`config.mk`:
```
export PLATFORM = sky130hd
export DESIGN_NAME = autocfg_responder
export DESIGN_NICKNAME = d
export VERILOG_FILES = /design/src/rtl/acr_pkg.sv /design/src/rtl/acr_window_view.sv /design/src/rtl/acr_cfg_ctrl.sv /design/src/rtl/acr_sel_match.sv /design/src/rtl/autocfg_responder.sv
export SDC_FILE = /design/constraint.sdc
export NUM_CORES = 1
export LEC_CHECK = 0
export BUFFER_PORTS_ARGS = -buffer_cell sky130_fd_sc_hd__buf_2
export CORE_AREA = 2 2 138 140
export CTS_CLUSTER_DIAMETER = 60
export DETAILED_ROUTE_END_ITERATION = 7
export DIE_AREA = 0 0 140 142
export PLACE_DENSITY = 0.59
export REMOVE_ABC_BUFFERS = 1
export SYNTH_ARGS = -nofsm -noshare
export SYNTH_HDL_FRONTEND = slang
export SYNTH_SLANG_ARGS = --single-unit
```
`constraint.sdc`:
```
create_clock -name clk -period 1.9 [get_ports clk]
set_input_delay 0 -clock clk [delete_from_list [all_inputs] [get_ports clk]]
set_output_delay 0 -clock clk [all_outputs]
set_load 0.02 [all_outputs]
```
`src/rtl/acr_pkg.sv`:
```
// Shared constants, command encoding and the strap-code helper for the
// configuration responder. Assumes byte offsets within a 16-bit window.
package acr_pkg;
    localparam int STRAP_W    = 3;
    localparam int STRAP_SLOT = 9;
    localparam logic [15:0] OFF_BASE_HI = 16'h0044;
    localparam logic [15:0] OFF_BASE_LO = 16'h0048;
    localparam logic [15:0] OFF_SHUTUP  = 16'h004C;

    typedef enum logic [1:0] {
        CMD_NONE,
        CMD_BASE_HI,
        CMD_BASE_LO,
        CMD_SHUTUP
    } cfg_cmd_e;

    // Code reported in logical byte 9 for a given strap setting.
    function automatic logic [7:0] strap_code(input logic [STRAP_W-1:0] s);
        logic [7:0] r;
        r = '0;
        if (s == '0) r = 8'd1;
        else         r[STRAP_W:1] = s;
        return r;
    endfunction
endpackage

```
`src/rtl/acr_window_view.sv`:
```
// Combinational view of the configuration window. Each logical byte is
// split into two nibble locations, and the nibbles are inverted except in
// the two descriptor slots. Assumes CFG_BYTES <= SPACE_BYTES/4.
module acr_window_view
    import acr_pkg::*;
#(
    parameter int CFG_BYTES   = 32,
    parameter int SPACE_BYTES = 128
) (
    input  logic [15:0]            off,
    input  logic [CFG_BYTES*8-1:0] table_i,
    input  logic [STRAP_W-1:0]     strap,
    output logic [7:0]             data
);
    localparam int SLOTS  = SPACE_BYTES / 4;
    localparam int SLOT_W = $clog2(SLOTS);
    localparam int OFF_W  = $clog2(SPACE_BYTES);
    localparam logic [SLOT_W-1:0] TRUE_SLOT_HI = SLOT_W'(SPACE_BYTES / 8);

    logic [7:0]       slot_byte [SLOTS];
    logic [SLOTS-1:0] slot_filled;

    // Build the logical byte of each slot, with the strap override.
    for (genvar k = 0; k < SLOTS; k++) begin : g_slot
        if (k == STRAP_SLOT && k < CFG_BYTES) begin : g_strap
            assign slot_byte[k]   = strap_code(strap);
            assign slot_filled[k] = 1'b1;
        end else if (k < CFG_BYTES) begin : g_tab
            assign slot_byte[k]   = table_i[8*k +: 8];
            assign slot_filled[k] = 1'b1;
        end else begin : g_empty
            assign slot_byte[k]   = 8'hFF;
            assign slot_filled[k] = 1'b0;
        end
    end

    logic [SLOT_W-1:0] idx;
    logic [7:0]        raw;

    assign idx = off[OFF_W-1:2];

    // Select the nibble, then apply the per-slot inversion rule.
    always_comb begin
        raw = off[1] ? {slot_byte[idx][3:0], 4'h0} : {slot_byte[idx][7:4], 4'h0};
        if (off >= 16'(SPACE_BYTES))
            data = 8'h00;
        else if (off[0] || !slot_filled[idx])
            data = 8'hFF;
        else if (idx == '0 || idx == TRUE_SLOT_HI)
            data = raw;
        else
            data = ~raw;
    end
endmodule

```
`src/rtl/acr_cfg_ctrl.sv`:
```
// Decodes the host's configuration writes and holds the configuration
// state. Writes are honoured only while unconfigured. Assumes a single
// access per cycle, qualified by req_valid.
module acr_cfg_ctrl
    import acr_pkg::*;
#(
    parameter int ADDR_W = 32
) (
    input  logic              clk,
    input  logic              rst_n,
    input  logic              req_valid,
    input  logic              req_write,
    input  logic              req_word,
    input  logic [15:0]       off,
    input  logic [15:0]       wdata,
    output logic              configured,
    output logic              mapped,
    output logic [ADDR_W-1:0] base_addr,
    output logic              cfg_done
);
    cfg_cmd_e cmd;

    // Classify the current access into a configuration command.
    always_comb begin
        cmd = CMD_NONE;
        if (req_valid && req_write && !configured) begin
            if (req_word && off == OFF_BASE_HI)       cmd = CMD_BASE_HI;
            else if (!req_word && off == OFF_BASE_LO) cmd = CMD_BASE_LO;
            else if (!req_word && off == OFF_SHUTUP)  cmd = CMD_SHUTUP;
        end
    end

    // Update base and state flags on accepted commands.
    always_ff @(posedge clk) begin
        if (!rst_n) begin
            configured <= 1'b0;
            mapped     <= 1'b0;
            cfg_done   <= 1'b0;
            base_addr  <= '0;
        end else begin
            case (cmd)
                CMD_BASE_HI: begin
                    base_addr[ADDR_W-1 -: 16] <= wdata;
                    configured <= 1'b1;
                    mapped     <= 1'b1;
                    cfg_done   <= 1'b1;
                end
                CMD_BASE_LO: base_addr[15:8] <= wdata[7:0];
                CMD_SHUTUP: begin
                    configured <= 1'b1;
                    cfg_done   <= 1'b1;
                end
                default: ;
            endcase
        end
    end

    assert_done_sticky_R11: assert property (@(posedge clk) disable iff (!rst_n)
        !$fell(cfg_done));
    assert_cfg_sticky_R11: assert property (@(posedge clk) disable iff (!rst_n)
        !$fell(configured));
    assert_base_frozen_R11: assert property (@(posedge clk) disable iff (!rst_n)
        configured |=> $stable(base_addr));
    assert_base_write_R8: assert property (@(posedge clk) disable iff (!rst_n)
        (req_valid && req_write && req_word && !configured && off == OFF_BASE_HI)
        |=> (configured && cfg_done && base_addr[ADDR_W-1 -: 16] == $past(wdata)));
    assert_shutup_R9: assert property (@(posedge clk) disable iff (!rst_n)
        (req_valid && req_write && !req_word && !configured && off == OFF_SHUTUP)
        |=> (configured && cfg_done && !mapped));
endmodule

```
`src/rtl/acr_sel_match.sv`:
```
// Board-select compare on the address bits above the mapped window.
// Assumes that selection is only meaningful once a base has been written.
module acr_sel_match #(
    parameter int ADDR_W    = 32,
    parameter int MATCH_LSB = 24
) (
    input  logic              req_valid,
    input  logic              mapped,
    input  logic [ADDR_W-1:0] req_addr,
    input  logic [ADDR_W-1:0] base_addr,
    output logic              board_sel
);
    localparam int HI_W = ADDR_W - MATCH_LSB;

    // Compare the upper address field against the base.
    always_comb begin
        board_sel = req_valid && mapped &&
                    (req_addr[ADDR_W-1 -: HI_W] == base_addr[ADDR_W-1 -: HI_W]);
    end
endmodule

```
`src/rtl/autocfg_responder.sv`:
```
// Top of the configuration responder. It exposes the nibble window while
// the board is unconfigured, accepts the base and shut-up writes, and
// selects the board afterwards. Assumes ADDR_W >= 32.
module autocfg_responder
    import acr_pkg::*;
#(
    parameter int ADDR_W      = 32,
    parameter int CFG_BYTES   = 32,
    parameter int SPACE_BYTES = 128,
    parameter int MATCH_LSB   = 24
) (
    input  logic                   clk,
    input  logic                   rst_n,
    input  logic                   req_valid,
    input  logic                   req_write,
    input  logic                   req_word,
    input  logic [ADDR_W-1:0]      req_addr,
    input  logic [15:0]            req_wdata,
    input  logic [CFG_BYTES*8-1:0] cfg_table,
    input  logic [STRAP_W-1:0]     strap,
    output logic [7:0]             rd_data,
    output logic                   configured,
    output logic                   board_sel,
    output logic [ADDR_W-1:0]      base_addr,
    output logic                   cfg_done
);
    logic [15:0] off;
    logic [7:0]  view_data;
    logic        mapped;

    assign off = req_addr[15:0];

    acr_window_view #(.CFG_BYTES(CFG_BYTES), .SPACE_BYTES(SPACE_BYTES)) u_view (
        .off(off), .table_i(cfg_table), .strap(strap), .data(view_data)
    );

    acr_cfg_ctrl #(.ADDR_W(ADDR_W)) u_ctrl (
        .clk(clk), .rst_n(rst_n), .req_valid(req_valid), .req_write(req_write),
        .req_word(req_word), .off(off), .wdata(req_wdata),
        .configured(configured), .mapped(mapped), .base_addr(base_addr),
        .cfg_done(cfg_done)
    );

    acr_sel_match #(.ADDR_W(ADDR_W), .MATCH_LSB(MATCH_LSB)) u_match (
        .req_valid(req_valid), .mapped(mapped), .req_addr(req_addr),
        .base_addr(base_addr), .board_sel(board_sel)
    );

    // The window is visible only before configuration.
    assign rd_data = configured ? 8'h00 : view_data;

    assert_sel_needs_cfg_R10: assert property (@(posedge clk) disable iff (!rst_n)
        board_sel |-> configured);
    assert_done_with_cfg_R9: assert property (@(posedge clk) disable iff (!rst_n)
        cfg_done |-> configured);
endmodule

```
==> summary.md <==
Yosys mapped the design onto 44 distinct sky130hd cell types. The share of the synthesized area in the top cell type is 32.0%, and the residual DRC count is 25. The tools report the leakage power total as 0.00311 uW.

STA classifies the critical path endpoint as an output pin. The setup clock skew after layout is 0.00351 ns. The number of max-slew violations in the final report is 0, and the global placer's final weighted congestion is 0.815. The logs give -0.270 ns for the setup TNS and 0 for the number of antenna-violating nets in the routed design. The post-synthesis instance area is 0.00359 mm2, and the detail-routed net length per standard cell is 17.5 um. At the later pin of the worst-skew pair, clock insertion delay measures 0.26 ns. The initial antenna violation count was 2. The clock passes through at most 2 buffers. By area the synthesized netlist is led by sky130_fd_sc_hd__mux4_2 32%, sky130_fd_sc_hd__mux2i_1 16%, sky130_fd_sc_hd__dfxtp_1 14%. The routed design has 16.4 mm of wire.

The worst setup path is launched from an input port. The most used flip-flop cell after synthesis is sky130_fd_sc_hd__dfxtp_1. The final hold slack is 0.00450 ns, and the number of enable flip-flop cells after synthesis is 0. The dominant cell by count in the synthesized netlist is sky130_fd_sc_hd__mux2i_1.

The critical path in this run is classified as in -> out. The floorplan step defined a die boundary enclosing 0.0199 mm2. After synthesis the netlist holds a flip-flop and latch count of 26.

The run gives 496 MHz as the highest clock rate. The final period utilization came out at 106%. For the worst voltage drop across the vdd grid, the log shows 0.445 mV.

Across the run, the number of max-cap violations was 0. The flow ran to the end, but the final reports show violations. The sequential fraction of the synthesis area is 14.5%, and the HPWL reported at the end of detailed placement is 13.8 mm. The logs give 1014 for the net total in the final layout and 1 for the H-tree level count. After global routing the overflow that remains totals 0. The required time of the worst setup path was 1.90 ns; the total power per unit cell area was 342 mW/mm2.

The tools report the placed cell area as 0.00563 mm2. In this run, CTS created clock tree buffers numbering 3. The count of endpoints failing setup in the final report was 4; the quantity of I/O buffers inserted on ports was 330. TritonCTS built the clock tree. In this run, the number of DRC markers left after iteration 0 of detailed routing was 161.

Row generation in the floorplan step produced 50 rows. The clock period minus final worst setup slack works out to 2.02 ns. The number of hold violations in the final report is 0. For the worst setup path, the data arrival time is 2.02 ns. The initial cell density of the core is 19.5%. In this run, placement finished with an instance count of 903.

Relative to the synthesized area, the layout overhead comes to 73.7%. The cell type with the largest total area after synthesis is sky130_fd_sc_hd__mux4_2. The core region is 0.0185 mm2. The checks that failed: DRC, setup timing. The tools report the pin count of the biggest net entering global routing as 27.

The width of the die is 140 um. For this run, the total global-route usage over all layers was measured as 15.2%. The worst register-to-register path has a setup slack of 0.15 ns. The number of sinks on the clock net was 26. The cell area after layout came out at 0.00624 mm2. The first global-routing pass estimated 23.7 mm of wire. Setup repair after global routing could not meet its margin everywhere.

The synthesized netlist cell count was 331. The register clock-pin slew on the reported worst setup and hold paths was 0.06 ns. The tools report the number of global-route vias before repair as 4431. Worst slack after detailed placement: -0.215 ns. The peak fanout along the critical path works out to 6. The number of vias after detailed routing is 4263, and the height of the chip is 142 um. Worst-case setup margin in the final layout: -0.118 ns.

Fraction of final layout cells with drive strength greater than 1: 68.8%. After synthesis, the most frequently instantiated cells are 56 x sky130_fd_sc_hd__mux2i_1, 51 x sky130_fd_sc_hd__mux4_2, 33 x sky130_fd_sc_hd__nor2b_1. The number of iterations in the first detailed-routing pass was 8; the count of synthesis-stage warnings from yosys was 0. Counting flops with an async set or reset pin after synthesis yields a share of 0%.

The number of top-level pins was 355. Classification of the worst-slack hold path: in -> reg. The count of cells in the finished layout, fillers not included, comes to 937.

Dividing the detail-routed via count by the number of cells gives 4.55. Averaged over all synthesized cells, the footprint is 10.9 um2. The cell sitting at the root of the clock tree is a sky130_fd_sc_hd__clkbuf_16.
-- flip-flops by register name, summed over array words and instances (netlist names) --
name and count:
u_ctrl.configured 1, u_ctrl.mapped 1, u_ctrl.base_addr 24
-- layout by cell type (no fill, tap or decap), drive strengths merged --
| cell | synthesis | final |
|---|---|---|
| nor3 | 4 | 4 |
| o211ai | 1 | 1 |
| dfxtp | 26 | 26 |
| dlygate4sd3 | 0 | 9 |
| nand4 | 2 | 2 |
| nand2 | 14 | 14 |
| conb | 1 | 8 |
| inv | 2 | 2 |
| nor3b | 4 | 4 |
| nand3 | 12 | 12 |
| nor4 | 4 | 4 |
| nor2b | 33 | 33 |
| or2 | 2 | 2 |
| a32oi | 3 | 3 |
| a32o | 1 | 1 |
| nand4b | 1 | 1 |
| diode | 0 | 2 |
| mux4 | 51 | 51 |
| buf | 35 | 390 |
| nand2b | 6 | 6 |
| o2111ai | 3 | 3 |
| a21boi | 1 | 1 |
| a22o | 4 | 4 |
| o21ai | 7 | 7 |
| o22a | 1 | 1 |
| mux2i | 56 | 56 |
| nor2 | 8 | 8 |
| a22oi | 7 | 7 |
| o21a | 1 | 1 |
| a31oi | 6 | 6 |
| a311oi | 1 | 1 |
| xor2 | 1 | 1 |
| a21oi | 5 | 5 |
| a211o | 1 | 1 |
| mux2 | 10 | 10 |
| clkbuf | 6 | 5 |
| xnor2 | 8 | 8 |
| and2 | 3 | 3 |
-- power by group --
part	internal [uW]	switching, uW	leakage [uW]
registers	545	0.000984	0.000210
logic	652	421	0.00285
clock network	323	192	0.0000442
-- what timing repair did --
| action | 4_1_cts | 5_1_grt |
|---|---|---|
| pin swaps | 11 | 10 |
| hold endpoints to repair | 9 | 0 |
| endpoints found under the setup margin | 20 | 32 |
| gates cloned | 2 | 1 |
| hold buffers | 9 | 0 |
| buffers inserted | 12 | 4 |
| resized for setup | 41 | 19 |
-- layer usage --
layer  global-route usage, %  part of all wire, %  routed length [um]
met1                    17.5                   38                6280
met4                    3.51                  1.3                 216
met5                       0                    0                   0
met3                    2.29                  6.9                1140
met2                    29.6                   53                8780
-- critical path: stages --
cell and delay, ns:
sky130_fd_sc_hd__buf_12 0.08, sky130_fd_sc_hd__buf_12 0.12, sky130_fd_sc_hd__buf_8 0.13, sky130_fd_sc_hd__buf_6 0.11, sky130_fd_sc_hd__mux4_2 0.49, sky130_fd_sc_hd__a22o_1 0.24
sky130_fd_sc_hd__o21ai_2 0.18, sky130_fd_sc_hd__o2111ai_2 0.17, sky130_fd_sc_hd__a311oi_2 0.28, sky130_fd_sc_hd__buf_4 0.19
-- through the flow --
step | power (uW) | util [%]
floorplan | 956 | -
global placement | 1500 | 30.5
detailed placement | 1520 | 30.5
CTS | 2120 | 33.0
global route | 2250 | 33.8
finish | 2130 | 33.8
-- logic make-up (layout without fill, tap and decap cells) --
kind of cell	Yosys count	count (layout)	synth area share (%)
buffers and inverters	43	406	8.85
muxes	117	117	50.7
and+or+nand+nor	93	93	15.4
other	1	10	0.104
DFF	26	26	14.5
xor gates and xnor gates	9	9	2.19
AOI/OAI and AO/OA	42	42	8.26
-- worst paths after layout --
kind / to / from / cells past startpoint
worst max register to register: u_ctrl.base_addr[30] / u_ctrl.configured / 8
worst min-delay path: u_ctrl.base_addr[14] / req_wdata[6] / 3
worst max-delay path: rd_data[4] / req_addr[3] / 10
worst min register to register: u_ctrl.mapped / u_ctrl.mapped / 2
-- cell type report --
class / instances / area (um2)
multi-input cells: 269 / 2900
well taps: 234 / 293
diodes: 2 / 5.00
inverters: 2 / 7.51
clock buffers: 4 / 88.8
fillers: 1918 / 12200
flip-flops and latches: 26 / 522
repair buffers: 400 / 2420
No activity file was read; power rests on OpenSTA's default activity.
